**src/rtl/gpio_wm_pkg.sv**
```systemverilog
package gpio_wm_pkg;
  localparam int unsigned PINS   = 32;
  localparam int unsigned HALF_W = PINS / 2;
  localparam int unsigned WORD_AW = 3;

  localparam logic [WORD_AW-1:0] WD_OUT_LO = 3'd0;
  localparam logic [WORD_AW-1:0] WD_OUT_HI = 3'd1;
  localparam logic [WORD_AW-1:0] WD_DIR_LO = 3'd2;
  localparam logic [WORD_AW-1:0] WD_DIR_HI = 3'd3;
  localparam logic [WORD_AW-1:0] WD_PINS   = 3'd4;
  localparam logic [WORD_AW-1:0] WD_VER    = 3'd5;

  localparam logic [31:0] VERSION_ID = 32'h0100_0C2B;
endpackage

```
**src/rtl/gpio_wm_half.sv**
```systemverilog
module gpio_wm_half #(
  parameter int unsigned HW = 16
) (
  input  logic            clk,
  input  logic            rst,
  input  logic            wr_en,
  input  logic [2*HW-1:0] wdata,
  output logic [HW-1:0]   q
);
  logic [HW-1:0] en_bits;
  logic [HW-1:0] val_bits;

  assign en_bits  = wdata[2*HW-1:HW];
  assign val_bits = wdata[HW-1:0];

  always_ff @(posedge clk) begin
    if (rst)        q <= '0;
    else if (wr_en) q <= (q & ~en_bits) | (val_bits & en_bits);
  end

  // only enabled bits may change
  a_r2_masked_only: assert property (@(posedge clk) disable iff (rst)
    wr_en |=> (((q ^ $past(q)) & ~$past(en_bits)) == '0));

  // no write or an empty enable field keeps the half intact
  a_r9_no_enable_stable: assert property (@(posedge clk) disable iff (rst)
    (!wr_en || (en_bits == '0)) |=> $stable(q));
endmodule

```
**src/rtl/gpio_wm_sync.sv**
```systemverilog
module gpio_wm_sync #(
  parameter int unsigned W      = 32,
  parameter int unsigned STAGES = 2
) (
  input  logic         clk,
  input  logic         rst,
  input  logic [W-1:0] d,
  output logic [W-1:0] q
);
  logic [W-1:0] chain [STAGES];

  always_ff @(posedge clk) begin
    if (rst) begin
      for (int s = 0; s < STAGES; s++) chain[s] <= '0;
    end else begin
      chain[0] <= d;
      for (int s = 1; s < STAGES; s++) chain[s] <= chain[s-1];
    end
  end

  assign q = chain[STAGES-1];
endmodule

```
**src/rtl/gpio_wm_port.sv**
```systemverilog
module gpio_wm_port
  import gpio_wm_pkg::*;
#(
  parameter int unsigned SYNC_STAGES = 2,
  parameter logic [31:0] VERSION     = VERSION_ID
) (
  input  logic               clk,
  input  logic               rst,
  input  logic               bus_sel,
  input  logic               bus_wr,
  input  logic [WORD_AW-1:0] bus_word,
  input  logic [31:0]        bus_wdata,
  output logic [31:0]        bus_rdata,
  input  logic [PINS-1:0]    pin_in,
  output logic [PINS-1:0]    pad_out,
  output logic [PINS-1:0]    pad_oe
);
  localparam int unsigned NHALF = 4;

  logic [HALF_W-1:0] half_q [NHALF];
  logic [PINS-1:0]   pins_sync;
  logic [31:0]       rd_val;
  logic              wr_cyc;
  logic              rd_cyc;

  assign wr_cyc = bus_sel && bus_wr;
  assign rd_cyc = bus_sel && !bus_wr;

  for (genvar i = 0; i < NHALF; i++) begin : g_half
    gpio_wm_half #(.HW(HALF_W)) u_half (
      .clk   (clk),
      .rst   (rst),
      .wr_en (wr_cyc && (bus_word == WORD_AW'(i))),
      .wdata (bus_wdata),
      .q     (half_q[i])
    );
  end

  assign pad_out = {half_q[1], half_q[0]};
  assign pad_oe  = {half_q[3], half_q[2]};

  gpio_wm_sync #(.W(PINS), .STAGES(SYNC_STAGES)) u_sync (
    .clk (clk),
    .rst (rst),
    .d   (pin_in),
    .q   (pins_sync)
  );

  always_comb begin
    rd_val = '0;
    case (bus_word)
      WD_OUT_LO: rd_val = {16'h0, half_q[0]};
      WD_OUT_HI: rd_val = {16'h0, half_q[1]};
      WD_DIR_LO: rd_val = {16'h0, half_q[2]};
      WD_DIR_HI: rd_val = {16'h0, half_q[3]};
      WD_PINS:   rd_val = pins_sync;
      WD_VER:    rd_val = VERSION;
      default:   rd_val = '0;
    endcase
  end

  always_ff @(posedge clk) begin
    if (rst)         bus_rdata <= '0;
    else if (rd_cyc) bus_rdata <= rd_val;
  end

  // writes outside the four stored words leave the pads alone
  a_r8_ro_write_ignored: assert property (@(posedge clk) disable iff (rst)
    (wr_cyc && (bus_word > WD_DIR_HI)) |=> ($stable(pad_out) && $stable(pad_oe)));

  // half-word reads carry zeros above bit 15
  a_r4_upper_zero: assert property (@(posedge clk) disable iff (rst)
    (rd_cyc && (bus_word <= WD_DIR_HI)) |=> (bus_rdata[31:16] == 16'h0));

  // version word
  a_r7_version: assert property (@(posedge clk) disable iff (rst)
    (rd_cyc && (bus_word == WD_VER)) |=> (bus_rdata == VERSION));
endmodule

```
**config.mk**
```make
export PLATFORM = sky130hd
export DESIGN_NAME = gpio_wm_port
export DESIGN_NICKNAME = d
export VERILOG_FILES = /design/src/rtl/gpio_wm_pkg.sv /design/src/rtl/gpio_wm_half.sv /design/src/rtl/gpio_wm_sync.sv /design/src/rtl/gpio_wm_port.sv
export SDC_FILE = /design/constraint.sdc
export NUM_CORES = 1
export LEC_CHECK = 0
export BUFFER_PORTS_ARGS = -buffer_cell sky130_fd_sc_hd__buf_2
export CORE_ASPECT_RATIO = 0.75
export CORE_MARGIN = 4
export CORE_UTILIZATION = 47
export DETAILED_ROUTE_END_ITERATION = 8
export GPL_TIMING_DRIVEN = 0
export PLACE_DENSITY = 0.75
export SLEW_MARGIN = 20
export SYNTH_ARGS = -nofsm -noshare
export SYNTH_HDL_FRONTEND = slang
export SYNTH_SLANG_ARGS = --single-unit
```
**constraint.sdc**
```tcl
create_clock -name clk -period 1.05 [get_ports clk]
set_input_delay 0.105 -clock clk [delete_from_list [all_inputs] [get_ports clk]]
set_output_delay 0.105 -clock clk [all_outputs]
set_load 0.01 [all_outputs]
```
==> metrics.csv, run 1 <==
stage,metric,value,unit
logic_synthesis,number of warnings issued by yosys,0,
drt,Routed wire per std cell,19.5,um
power_and_ir_drop,power per cell area,1530,mW/mm2
cts,Clock Sinks,160,
timing,final slew viol count,0,
finish,Layout area overhead,45.9,%
finish,non-filler instance count after layout,1046,
logic_synthesis,dominant cells by area after synthesis,"sky130_fd_sc_hd__dfxtp_1, sky130_fd_sc_hd__mux2i_1, sky130_fd_sc_hd__nor2b_1",
status,violated checks,setup timing,
critical_path,combined buffer and inverter count along the critical path,0,
hold_path,path category of the worst min-delay check,in2reg,
critical_path,critical path peak fanout,3,
cts,cell at the root of the clock tree,sky130_fd_sc_hd__clkbuf_16,
grt,via count of the first global-routing pass,5541,
critical_path,critical path's top delay family,compound AO/OA/AOI/OAI gates,
status,result of the run,"finished, violations left",
job,max-cap check violation count,0,
grt,total grt overflow,0,
critical_path,"Max stage delay cell, worst path",sky130_fd_sc_hd__dfxtp_2,
timing,worst hold slack across all endpoints,0.0669,ns
cts,clock tree buffer depth,2,
critical_path,kind of start point of the critical path,flop,
cts,number of H-tree levels,4,
critical_path,signal arrival time at the worst endpoint,1.55,ns
timing,slew at the pin with the worst max-slew slack,0.642,ns
grt,Total Routing Usage GR,26.2,%
floorplanning,number of top-level design ports,167,
critical_path,Setup Crit Path Kind,reg2reg,
floorplanning,Initial Utilization,47.9,%
grt,number of antenna violations at the first check in global routing,0,
logic_synthesis,number of flip-flops and latches in the synthesized netlist,160,
logic_synthesis,proportion of synthesized chip area in sequential cells,51.7,%
drt,per-cell via count in the routed design,5.42,
cts,"CTS clk-pin slew, worst paths",0.06,ns
timing,final setup vio count,7,
logic_synthesis,predominant post-synthesis flop cell,sky130_fd_sc_hd__dfxtp_1,
logic_synthesis,cell type contributing the most total cell area after synthesis,sky130_fd_sc_hd__dfxtp_1,
cts,clock buffer count from CTS,17,
finish,fraction of layout cells with a size suffix above 1,43.7,%
logic_synthesis,unique cell type count in the Yosys netlist,42,
critical_path,CP Capture Type,flop,
cts,CTS tree,done,
cts,Clock Latency Late Sink,0.42,ns
placement,count of buffers from port buffering,165,
timing,post-route clock skew,0.00611,ns
timing,unrepaired setup endpoints after global routing,yes,
logic_synthesis,syn_nets,695,
logic_synthesis,top-area cell type share of the netlist area,51.7,%
placement,Detail Placement HPWL,14.1,mm
timing,min Tclk post-route,1.24,ns
timing,number of endpoints with negative hold slack in the final report,0,
drt,count of antenna-violating nets left after detailed routing,0,
critical_path,required time of the worst setup path,1.36,ns
grt,maximum number of pins on one net before global-route repair,17,
critical_path,highest cell delay on the worst timing path,0.34,ns
floorplanning,Die Span Y,107,um
floorplanning,Cell Rows,36,
timing,worst slew slack as a fraction of its limit,57.0,%
timing,post-route clock period utilization,118,%
logic_synthesis,fraction of registers with async set/reset,0,%
drt,total via count in the routed design,5665,
logic_synthesis,average instance area after synthesis,9.93,um2
timing,final worst slack,-0.191,ns
drt,DRT Wirelength,20.4,mm
finish,# nets final,933,
power_and_ir_drop,leakage power,4.17,nW
floorplanning,DIE AREA,0.0151,mm2
floorplanning,Die X-Extent,141,um
logic_synthesis,cell area after technology mapping,0.00619,mm2
power_and_ir_drop,IR Drop Worst-Case VDD,1.30,mV
logic_synthesis,number of standard cells after synthesis,624,
drt,Residual DRC,0,
floorplanning,standard cell core area,0.0129,mm2
drt,initial drt markers,466,
finish,ANT cells,0,
drt,router iterations before antenna repair,5,
grt,first-pass GRT wire length,30.3,mm
critical_path,sequence of cells on the critical path,mux2_4 > a22o_1 > a221oi_2 > nor3_1,
placement,Final GP Congestion,0.870,
placement,Placed Instances,960,
timing,maximum operating frequency,0.806,GHz
logic_synthesis,number of synthesized flops with an enable pin,0,
-- through the flow --
step                      cell area, um2  util (%)  power [mW]  setup TNS (ns)  setup WS (ns)
final                               9040      69.9        13.8          -0.576         -0.191
after global routing                9040      69.9        14.2          -0.938         -0.237
after CTS                           8780      67.9        13.8          -0.597         -0.196
after detailed placement            7560      58.5        7.44          -49.53         -0.497
after global placement              7560      58.5        7.41          -44.62         -0.458
after floorplan                     6520         -        6.97           -3.54        -0.0923
-- final cells by class --
cell class	instances	area (um2)
plain buffers	46	357
clock buffers	21	480
clock inverters	11	130
fillers	937	3890
inverters	1	3.75
multi-input cells	417	3050
flip-flops and latches	160	3300
well taps	171	214
repair buffers	219	1510
-- layout by cell type (no fill, tap or decap), drive strengths merged, types with 2 or more instances in the layout --
master / n
buf: 197
dfxtp: 160
nor2: 101
mux2i: 89
nor2b: 69
nand3: 64
dlygate4sd3: 48
clkbuf: 41
a22oi: 16
a21oi: 14
nand2: 13
nor3: 7
o221ai: 6
o21ai: 6
clkinvlp: 4
clkinv: 4
nand2b: 4
o22ai: 3
mux2: 3
a211oi: 3
and3: 2
nand3b: 2
o221a: 2
a22o: 2
a221oi: 2
o2bb2ai: 2
bufinv: 2
inv: 2
-- kinds of logic (layout without fill, tap and decap cells) --
| logic type | Yosys count | after routing | share of synthesized area, % |
|---|---|---|---|
| AO/OA/AOI/OAI | 59 | 59 | 6.91 |
| buffers and inverters | 47 | 298 | 4.93 |
| flip-flops | 160 | 160 | 51.7 |
| multiplexers | 92 | 92 | 15.0 |
| AND/OR/NAND/NOR | 266 | 266 | 21.5 |
-- synth_stat cells, drive strengths merged, types with 4 or more instances --
| library cell | number |
|---|---|
| nand2b | 4 |
| nor2b | 69 |
| a22oi | 16 |
| o21ai | 6 |
| nor3 | 7 |
| nand2 | 13 |
| dfxtp | 160 |
| nand3 | 64 |
| a21oi | 14 |
| clkbuf | 19 |
| o221ai | 6 |
| buf | 27 |
| nor2 | 101 |
| mux2i | 89 |
-- power breakdown --
| part | switching, mW | internal (mW) | leakage, nW |
|---|---|---|---|
| Combinational | 0.696 | 0.533 | 2.54 |
| Sequential | 0.0693 | 6.21 | 1.34 |
| Clock | 2.53 | 3.77 | 0.288 |
| Total | 3.30 | 10.5 | 4.17 |
-- final timing paths --
check	start	endpoint	slack (ns)	cells after the start
setup / recovery	flop	bus_rdata[5]	-0.19	4
hold reg to reg	u_sync.chain[0][21]	u_sync.chain[0][53]	0.44	1
hold / removal	bus_wdata[31]	flop	0.07	4
setup reg to reg	flop	bus_rdata[5]	-0.19	4
-- layer usage --
metal	GRT usage, %	vias to the layer above	share of wire, %
met1	33.8	2735	43
met2	40.6	276	46
li1	-	2617	-
met4	10.9	0	2.5
met5	0	-	0
met3	8.35	37	8.8
-- what timing repair did --
action / 4_1_cts / 5_1_grt
cloned: 0 / 0
hold buffers: 48 / 0
hold endpoints to repair: 93 / 0
pin swaps: 3 / 10
endpoints found under the setup margin: 65 / 107
setup buffers: 2 / 4
resized for setup: 48 / 82
-- worst reg2reg max path, cell delays in order, from the launching register on --
cell	delay [ns]
sky130_fd_sc_hd__dfxtp_2	0.34
sky130_fd_sc_hd__mux2_4	0.27
sky130_fd_sc_hd__a22o_1	0.21
sky130_fd_sc_hd__a221oi_2	0.25
sky130_fd_sc_hd__nor3_1	0.06
Note: power is estimated with default switching activity, not from simulation.
==> inputs of run 2 (changes only) <==
--- a/config.mk
+++ b/config.mk
@@ -8,10 +8,9 @@
 export BUFFER_PORTS_ARGS = -buffer_cell sky130_fd_sc_hd__buf_2
 export CORE_ASPECT_RATIO = 0.75
 export CORE_MARGIN = 4
-export CORE_UTILIZATION = 47
+export CORE_UTILIZATION = 36
 export DETAILED_ROUTE_END_ITERATION = 8
 export GPL_TIMING_DRIVEN = 0
-export PLACE_DENSITY = 0.75
 export SLEW_MARGIN = 20
 export SYNTH_ARGS = -nofsm -noshare
 export SYNTH_HDL_FRONTEND = slang
==> metrics.csv, run 2 (synthesized netlist as in run 1, its figures left out) <==
stage,metric,value,unit,change
finish,non-filler instance count after layout,1103,,was 1046
floorplanning,standard cell core area,0.0168,mm2,was 0.0129 mm2
placement,Detail Placement HPWL,15.0,mm,was 14.1 mm
power_and_ir_drop,sequential cell fraction of total power,46.0,%,was 45.5%
hold_path,WHS Path Cells,4,,unchanged
cts,Clock Sinks,160,,unchanged
timing,slew at the pin with the worst max-slew slack,0.637,ns,was 0.642 ns
critical_path,highest cell delay on the worst timing path,0.33,ns,was 0.34 ns
placement,Placed Instances,1004,,was 960
cts,clock buffer count from CTS,17,,unchanged
critical_path,worst reg-to-reg path cell count,4,,unchanged
floorplanning,Initial Utilization,36.8,%,was 47.9%
critical_path,required time of the worst setup path,1.34,ns,was 1.36 ns
timing,worst hold slack across all endpoints,0.0421,ns,was 0.0669 ns
timing,worst slew slack as a fraction of its limit,57.3,%,was 57.0%
grt,via count of the first global-routing pass,5732,,was 5541
power_and_ir_drop,IR Drop Worst-Case VDD,0.780,mV,was 1.30 mV
job,max-cap check violation count,0,,unchanged
critical_path,Setup Crit Path Kind,reg2reg,,unchanged
timing,final setup TNS,-0.784,ns,was -0.576 ns
floorplanning,DIE AREA,0.0194,mm2,was 0.0151 mm2
drt,router iterations before antenna repair,5,,unchanged
timing,number of endpoints with negative hold slack in the final report,0,,unchanged
status,result of the run,"finished, violations left",,unchanged
timing,final setup vio count,9,,was 7
grt,Total Routing Usage GR,21.7,%,was 26.2%
hold_path,path category of the worst min-delay check,in2reg,,unchanged
timing,post-route clock skew,0.0109,ns,was 0.00611 ns
power_and_ir_drop,Sw Share,26.8,%,was 23.9%
cts,CTS tree,done,,unchanged
drt,DRT Wirelength,21.1,mm,was 20.4 mm
floorplanning,number of top-level design ports,167,,unchanged
finish,# nets final,946,,was 933
critical_path,"Max stage delay cell, worst path",sky130_fd_sc_hd__dfxtp_2,,unchanged
timing,final worst slack,-0.191,ns,about the same
timing,min Tclk post-route,1.24,ns,about the same
power_and_ir_drop,power per cell area,1480,mW/mm2,was 1530 mW/mm2
cts,number of H-tree levels,4,,unchanged
cts,Clock Latency Late Sink,0.43,ns,was 0.42 ns
grt,total grt overflow,0,,unchanged
grt,number of antenna violations at the first check in global routing,1,,was 0
timing,maximum operating frequency,0.806,GHz,about the same
timing,unrepaired setup endpoints after global routing,yes,,unchanged
power_and_ir_drop,P_int,9.97,mW,was 10.5 mW
drt,initial drt markers,357,,was 466
placement,count of buffers from port buffering,165,,unchanged
drt,count of antenna-violating nets left after detailed routing,0,,unchanged
power_and_ir_drop,part of the power in the clock network,44.8,%,was 45.6%
grt,maximum number of pins on one net before global-route repair,18,,was 17
critical_path,setup slack on the worst flop-to-flop path,-0.19,ns,about the same
drt,per-cell via count in the routed design,5.12,,was 5.42
finish,most frequent standard cell in the layout excluding fill and tap cells,sky130_fd_sc_hd__buf_2,,unchanged
floorplanning,Die X-Extent,159,um,was 141 um
hold_path,worst min-delay path startpoint,bus_wdata[18],,was bus_wdata[31]
placement,post-place setup slack,-0.642,ns,was -0.497 ns
finish,filler cell count,1471,,was 937
finish,fraction of layout cells with a size suffix above 1,45.2,%,was 43.7%
status,violated checks,setup timing,,unchanged
critical_path,CP Capture Type,flop,,unchanged
critical_path,signal arrival time at the worst endpoint,1.53,ns,was 1.55 ns
cts,clock tree buffer depth,2,,unchanged
finish,ANT cells,0,,unchanged
critical_path,reg-to-reg endpoint,bus_rdata[0],,was bus_rdata[5]
drt,Routed wire per std cell,19.2,um,was 19.5 um
critical_path,kind of start point of the critical path,flop,,unchanged
finish,Layout area overhead,48.7,%,was 45.9%
drt,Residual DRC,0,,unchanged
timing,final slew viol count,0,,unchanged
cts,"CTS clk-pin slew, worst paths",0.07,ns,was 0.06 ns
floorplanning,Cell Rows,41,,was 36
drt,total via count in the routed design,5643,,was 5665
cts,cell at the root of the clock tree,sky130_fd_sc_hd__clkbuf_16,,unchanged
timing,post-route clock period utilization,118,%,about the same
floorplanning,Die Span Y,122,um,was 107 um
finish,"leading cell types in the layout, fill and taps excluded","sky130_fd_sc_hd__buf_2, sky130_fd_sc_hd__nor2_1, sky130_fd_sc_hd__mux2i_1",,"was sky130_fd_sc_hd__buf_2, sky130_fd_sc_hd__nor2_1, sky130_fd_sc_hd__dfxtp_1"
placement,Final GP Congestion,0.857,,was 0.870
power_and_ir_drop,combinational share of power,9.2,%,was 8.9%
grt,first-pass GRT wire length,32.4,mm,was 30.3 mm
power_and_ir_drop,leakage power,4.24,nW,was 4.17 nW
critical_path,critical path peak fanout,3,,unchanged
critical_path,sequence of cells on the critical path,mux2_2 > a22o_1 > a221oi_2 > nor3_1,,was mux2_4 > a22o_1 > a221oi_2 > nor3_1
power_and_ir_drop,power spent charging and discharging nets,3.65,mW,was 3.30 mW
==> run 2: cell count changes in the layout (fill, tap and decap cells not counted), moves of 2 or more <==
cell and delta:
sky130_fd_sc_hd__buf_4 +18, sky130_fd_sc_hd__buf_2 -12, sky130_fd_sc_hd__dfxtp_1 -9, sky130_fd_sc_hd__dfxtp_2 +8, sky130_fd_sc_hd__buf_6 +7, sky130_fd_sc_hd__inv_8 +4, sky130_fd_sc_hd__clkbuf_8 -3, sky130_fd_sc_hd__bufinv_16 -2
sky130_fd_sc_hd__clkinv_8 +2, sky130_fd_sc_hd__clkinvlp_4 -2, sky130_fd_sc_hd__inv_6 +2
==> run 2: timing repair <==
item | 4_1_cts | 5_1_grt
hold buffers | 48 | 0
pin swaps | 2 | 5
buffers inserted | 6 | 14
setup endpoints to repair | 107 | 117
gates resized for setup | 79 | 62
hold endpoints to repair | 94 | 0
==> run 2: final cells by class <==
cell class	count	area [um2]	share of cell area, %
repair buffers	232	1670	18.1
inverters	1	3.75	0.0407
multi-input cells	417	3030	32.9
well taps	215	269	2.92
plain buffers	46	347	3.76
flip-flops and latches	160	3310	36.0
clock inverters	14	145	1.58
clock buffers	18	439	4.77
==> run 2: power groups by stage <==
stage	combinational [mW]	clock (mW)	sequential [mW]
after floorplan	0.562	0	6.41
after detailed placement	1.05	0	6.42
after CTS	1.21	6.17	6.27
final	1.26	6.11	6.26
after global placement	1.03	0	6.41
after global routing	1.34	6.43	6.28
==> run 2: worst max-delay path, delay by kind of cell, from the launching register on <==
family	cells	cell delay [ns]
flops	1	0.33
mux	1	0.26
compound gates	2	0.46
simple gates	1	0.06
==> run 2: worst max path at each step <==
stage	startpoint	end	slack (ns)	cells after the start
final	flop	bus_rdata[0]	-0.19	4
after global routing	flop	bus_rdata[5]	-0.25	4
after CTS	flop	bus_rdata[5]	-0.17	4
after detailed placement	rst	flop	-0.64	4
after global placement	rst	flop	-0.58	4
after floorplan	flop	bus_rdata[5]	-0.09	4
==> run 2: routing by layer <==
layer	global-route usage, %	wire (um)
met3	6.59	1580
met1	28.7	9680
met2	34.0	9480
met4	7.53	388
met5	0	13
==> run 2: metrics by stage <==
step	utilization [%]	instance area (um2)	power, mW
final	54.8	9210	13.6
after global routing	54.8	9210	14.0
after CTS	52.9	8900	13.6
after detailed placement	45.3	7620	7.46
after global placement	45.3	7620	7.44
after floorplan	-	6520	6.97
==> inputs of run 3 (changes only) <==
==> constraint.sdc (replaced) <==
create_clock -name clk -period 1 [get_ports clk]
set_input_delay 0.1 -clock clk [delete_from_list [all_inputs] [get_ports clk]]
set_output_delay 0.1 -clock clk [all_outputs]
set_load 0.01 [all_outputs]
==> metrics.csv, run 3 (synthesized netlist as in run 1, its figures left out) <==
stage,metric,value,unit,change
power_and_ir_drop,overall power,14.3,mW,was 13.6 mW
timing,post-route clock period utilization,122,%,was 118%
hold_path,WHS Path Cells,4,,unchanged
placement,count of buffers from port buffering,165,,unchanged
finish,ANT cells,0,,unchanged
status,result of the run,"finished, violations left",,unchanged
cts,"CTS clk-pin slew, worst paths",0.06,ns,was 0.07 ns
grt,total grt overflow,0,,unchanged
hold_path,worst min-delay path startpoint,bus_wdata[16],,was bus_wdata[18]
timing,number of endpoints with negative hold slack in the final report,0,,unchanged
floorplanning,Initial Utilization,36.8,%,unchanged
cts,cell at the root of the clock tree,sky130_fd_sc_hd__clkbuf_16,,unchanged
cts,clock buffer count from CTS,17,,unchanged
critical_path,setup slack on the worst flop-to-flop path,-0.22,ns,was -0.19 ns
finish,most frequent standard cell in the layout excluding fill and tap cells,sky130_fd_sc_hd__buf_6,,was sky130_fd_sc_hd__buf_2
placement,Detail Placement HPWL,15.0,mm,about the same
drt,Routed wire per std cell,19.1,um,was 19.2 um
grt,first-pass GRT wire length,32.5,mm,was 32.4 mm
power_and_ir_drop,part of the power in the clock network,44.7,%,was 44.8%
critical_path,sequence of cells on the critical path,mux2_4 > a22o_1 > a221oi_2 > nor3_1,,was mux2_2 > a22o_1 > a221oi_2 > nor3_1
power_and_ir_drop,combinational share of power,9.5,%,was 9.2%
timing,slew at the pin with the worst max-slew slack,0.511,ns,was 0.637 ns
critical_path,Setup Crit Path Kind,reg2reg,,unchanged
timing,maximum operating frequency,0.821,GHz,was 0.806 GHz
power_and_ir_drop,P_int,10.7,mW,was 9.97 mW
drt,count of antenna-violating nets left after detailed routing,0,,unchanged
cts,Clock Sinks,160,,unchanged
grt,maximum number of pins on one net before global-route repair,17,,was 18
timing,final slew viol count,0,,unchanged
floorplanning,Cell Rows,41,,unchanged
critical_path,kind of start point of the critical path,flop,,unchanged
floorplanning,DIE AREA,0.0194,mm2,unchanged
power_and_ir_drop,IR Drop Worst-Case VDD,1.25,mV,was 0.780 mV
critical_path,combined buffer and inverter count along the critical path,0,,unchanged
timing,unrepaired setup endpoints after global routing,yes,,unchanged
cts,number of H-tree levels,4,,unchanged
finish,"leading cell types in the layout, fill and taps excluded","sky130_fd_sc_hd__buf_6, sky130_fd_sc_hd__nor2_1, sky130_fd_sc_hd__mux2i_1",,"was sky130_fd_sc_hd__buf_2, sky130_fd_sc_hd__nor2_1, sky130_fd_sc_hd__mux2i_1"
power_and_ir_drop,sequential cell fraction of total power,45.8,%,was 46.0%
timing,final worst slack,-0.218,ns,was -0.191 ns
finish,# nets final,965,,was 946
grt,Total Routing Usage GR,21.8,%,was 21.7%
cts,Clock Latency Late Sink,0.43,ns,about the same
power_and_ir_drop,power per cell area,1460,mW/mm2,was 1480 mW/mm2
floorplanning,Die Span Y,122,um,unchanged
finish,fraction of layout cells with a size suffix above 1,49.1,%,was 45.2%
placement,Final GP Congestion,0.875,,was 0.857
drt,router iterations before antenna repair,4,,was 5
power_and_ir_drop,Sw Share,25.4,%,was 26.8%
critical_path,"Max stage delay cell, worst path",sky130_fd_sc_hd__dfxtp_2,,unchanged
critical_path,critical path peak fanout,3,,unchanged
drt,DRT Wirelength,21.4,mm,was 21.1 mm
hold_path,path category of the worst min-delay check,in2reg,,unchanged
status,violated checks,setup timing,,unchanged
floorplanning,Die X-Extent,159,um,unchanged
critical_path,CP Capture Type,flop,,unchanged
placement,post-place setup slack,-0.654,ns,was -0.642 ns
floorplanning,number of top-level design ports,167,,unchanged
cts,CTS tree,done,,unchanged
critical_path,reg-to-reg endpoint,bus_rdata[5],,was bus_rdata[0]
drt,total via count in the routed design,5654,,was 5643
critical_path,worst reg-to-reg path cell count,4,,unchanged
timing,post-route clock skew,0.0136,ns,was 0.0109 ns
critical_path,highest cell delay on the worst timing path,0.35,ns,was 0.33 ns
floorplanning,standard cell core area,0.0168,mm2,unchanged
critical_path,required time of the worst setup path,1.30,ns,was 1.34 ns
critical_path,critical path's top delay family,compound AO/OA/AOI/OAI gates,,unchanged
grt,number of antenna violations at the first check in global routing,2,,was 1
finish,Layout area overhead,58.8,%,was 48.7%
power_and_ir_drop,leakage power,4.42,nW,was 4.24 nW
finish,summed area of non-filler cells in the final layout,0.00983,mm2,was 0.00921 mm2
grt,via count of the first global-routing pass,5648,,was 5732
timing,worst slew slack as a fraction of its limit,65.9,%,was 57.3%
job,max-cap check violation count,0,,unchanged
critical_path,signal arrival time at the worst endpoint,1.52,ns,was 1.53 ns
drt,initial drt markers,349,,was 357
timing,final setup vio count,19,,was 9
drt,Residual DRC,0,,unchanged
cts,clock tree buffer depth,2,,unchanged
power_and_ir_drop,power spent charging and discharging nets,3.65,mW,about the same
timing,min Tclk post-route,1.22,ns,was 1.24 ns
drt,per-cell via count in the routed design,5.04,,was 5.12
placement,post-detailed-placement cell area,0.00764,mm2,was 0.00762 mm2
run 3: cell type report:
cell class                 instances  area (um2)
sequential                       160        3350
fill                            1404        6990
multi-input combinational        417        3040
clock buffer                      19         443
tap                              215         269
timing repair buffer             251        2210
buffer                            46         372
inverter                           1        3.75
clock inverter                    13         139
run 3: timing repair:
action | in CTS | in global routing
hold buffers | 48 | 0
setup endpoints to repair | 163 | 170
gates resized for setup | 177 | 67
pin swaps | 8 | 10
hold endpoints to repair | 94 | 0
cloned | 0 | 0
setup buffers | 26 | 13
run 3: layer usage:
| metal | vias to the layer above | GRT usage (%) | share of wire, % |
|---|---|---|---|
| met5 | - | 0 | 0.094 |
| met3 | 30 | 6.63 | 8.2 |
| met2 | 239 | 33.5 | 45 |
| met4 | 4 | 6.99 | 1.3 |
| met1 | 2687 | 29.8 | 46 |
| li1 | 2694 | - | - |
run 3: worst max path at each step:
| stage | from | end | slack, ns | cells after the start |
|---|---|---|---|---|
| floorplan | flop | bus_rdata[5] | -0.14 | 4 |
| global placement | rst | flop | -0.62 | 4 |
| finish | flop | bus_rdata[5] | -0.22 | 4 |
| global route | flop | bus_rdata[5] | -0.28 | 4 |
| CTS | flop | bus_rdata[5] | -0.21 | 4 |
| detailed placement | rst | flop | -0.65 | 4 |
run 3: through the flow:
step	util (%)	cells	setup TNS (ns)	hold slack, ns
floorplan	-	624	-6.74	0.228
global placement	45.4	1004	-63.81	0.310
detailed placement	45.4	1004	-65.94	0.313
CTS	56.4	1110	-1.36	0.0418
global route	58.4	1122	-2.84	0.0619
finish	58.4	1122	-1.17	0.0535
run 3: power groups by stage:
stage | combinational (mW) | clock (mW) | sequential (mW)
after floorplan | 0.593 | 0 | 6.73
after global placement | 1.08 | 0 | 6.73
after detailed placement | 1.10 | 0 | 6.74
after CTS | 1.31 | 6.48 | 6.59
after global routing | 1.45 | 6.79 | 6.59
final | 1.36 | 6.41 | 6.58
run 3: tightest hold or removal path: stages:
cell	delay, ns
sky130_fd_sc_hd__buf_2	0.13
sky130_fd_sc_hd__nand3_2	0.08
sky130_fd_sc_hd__mux2i_1	0.06
sky130_fd_sc_hd__nor2_1	0.07
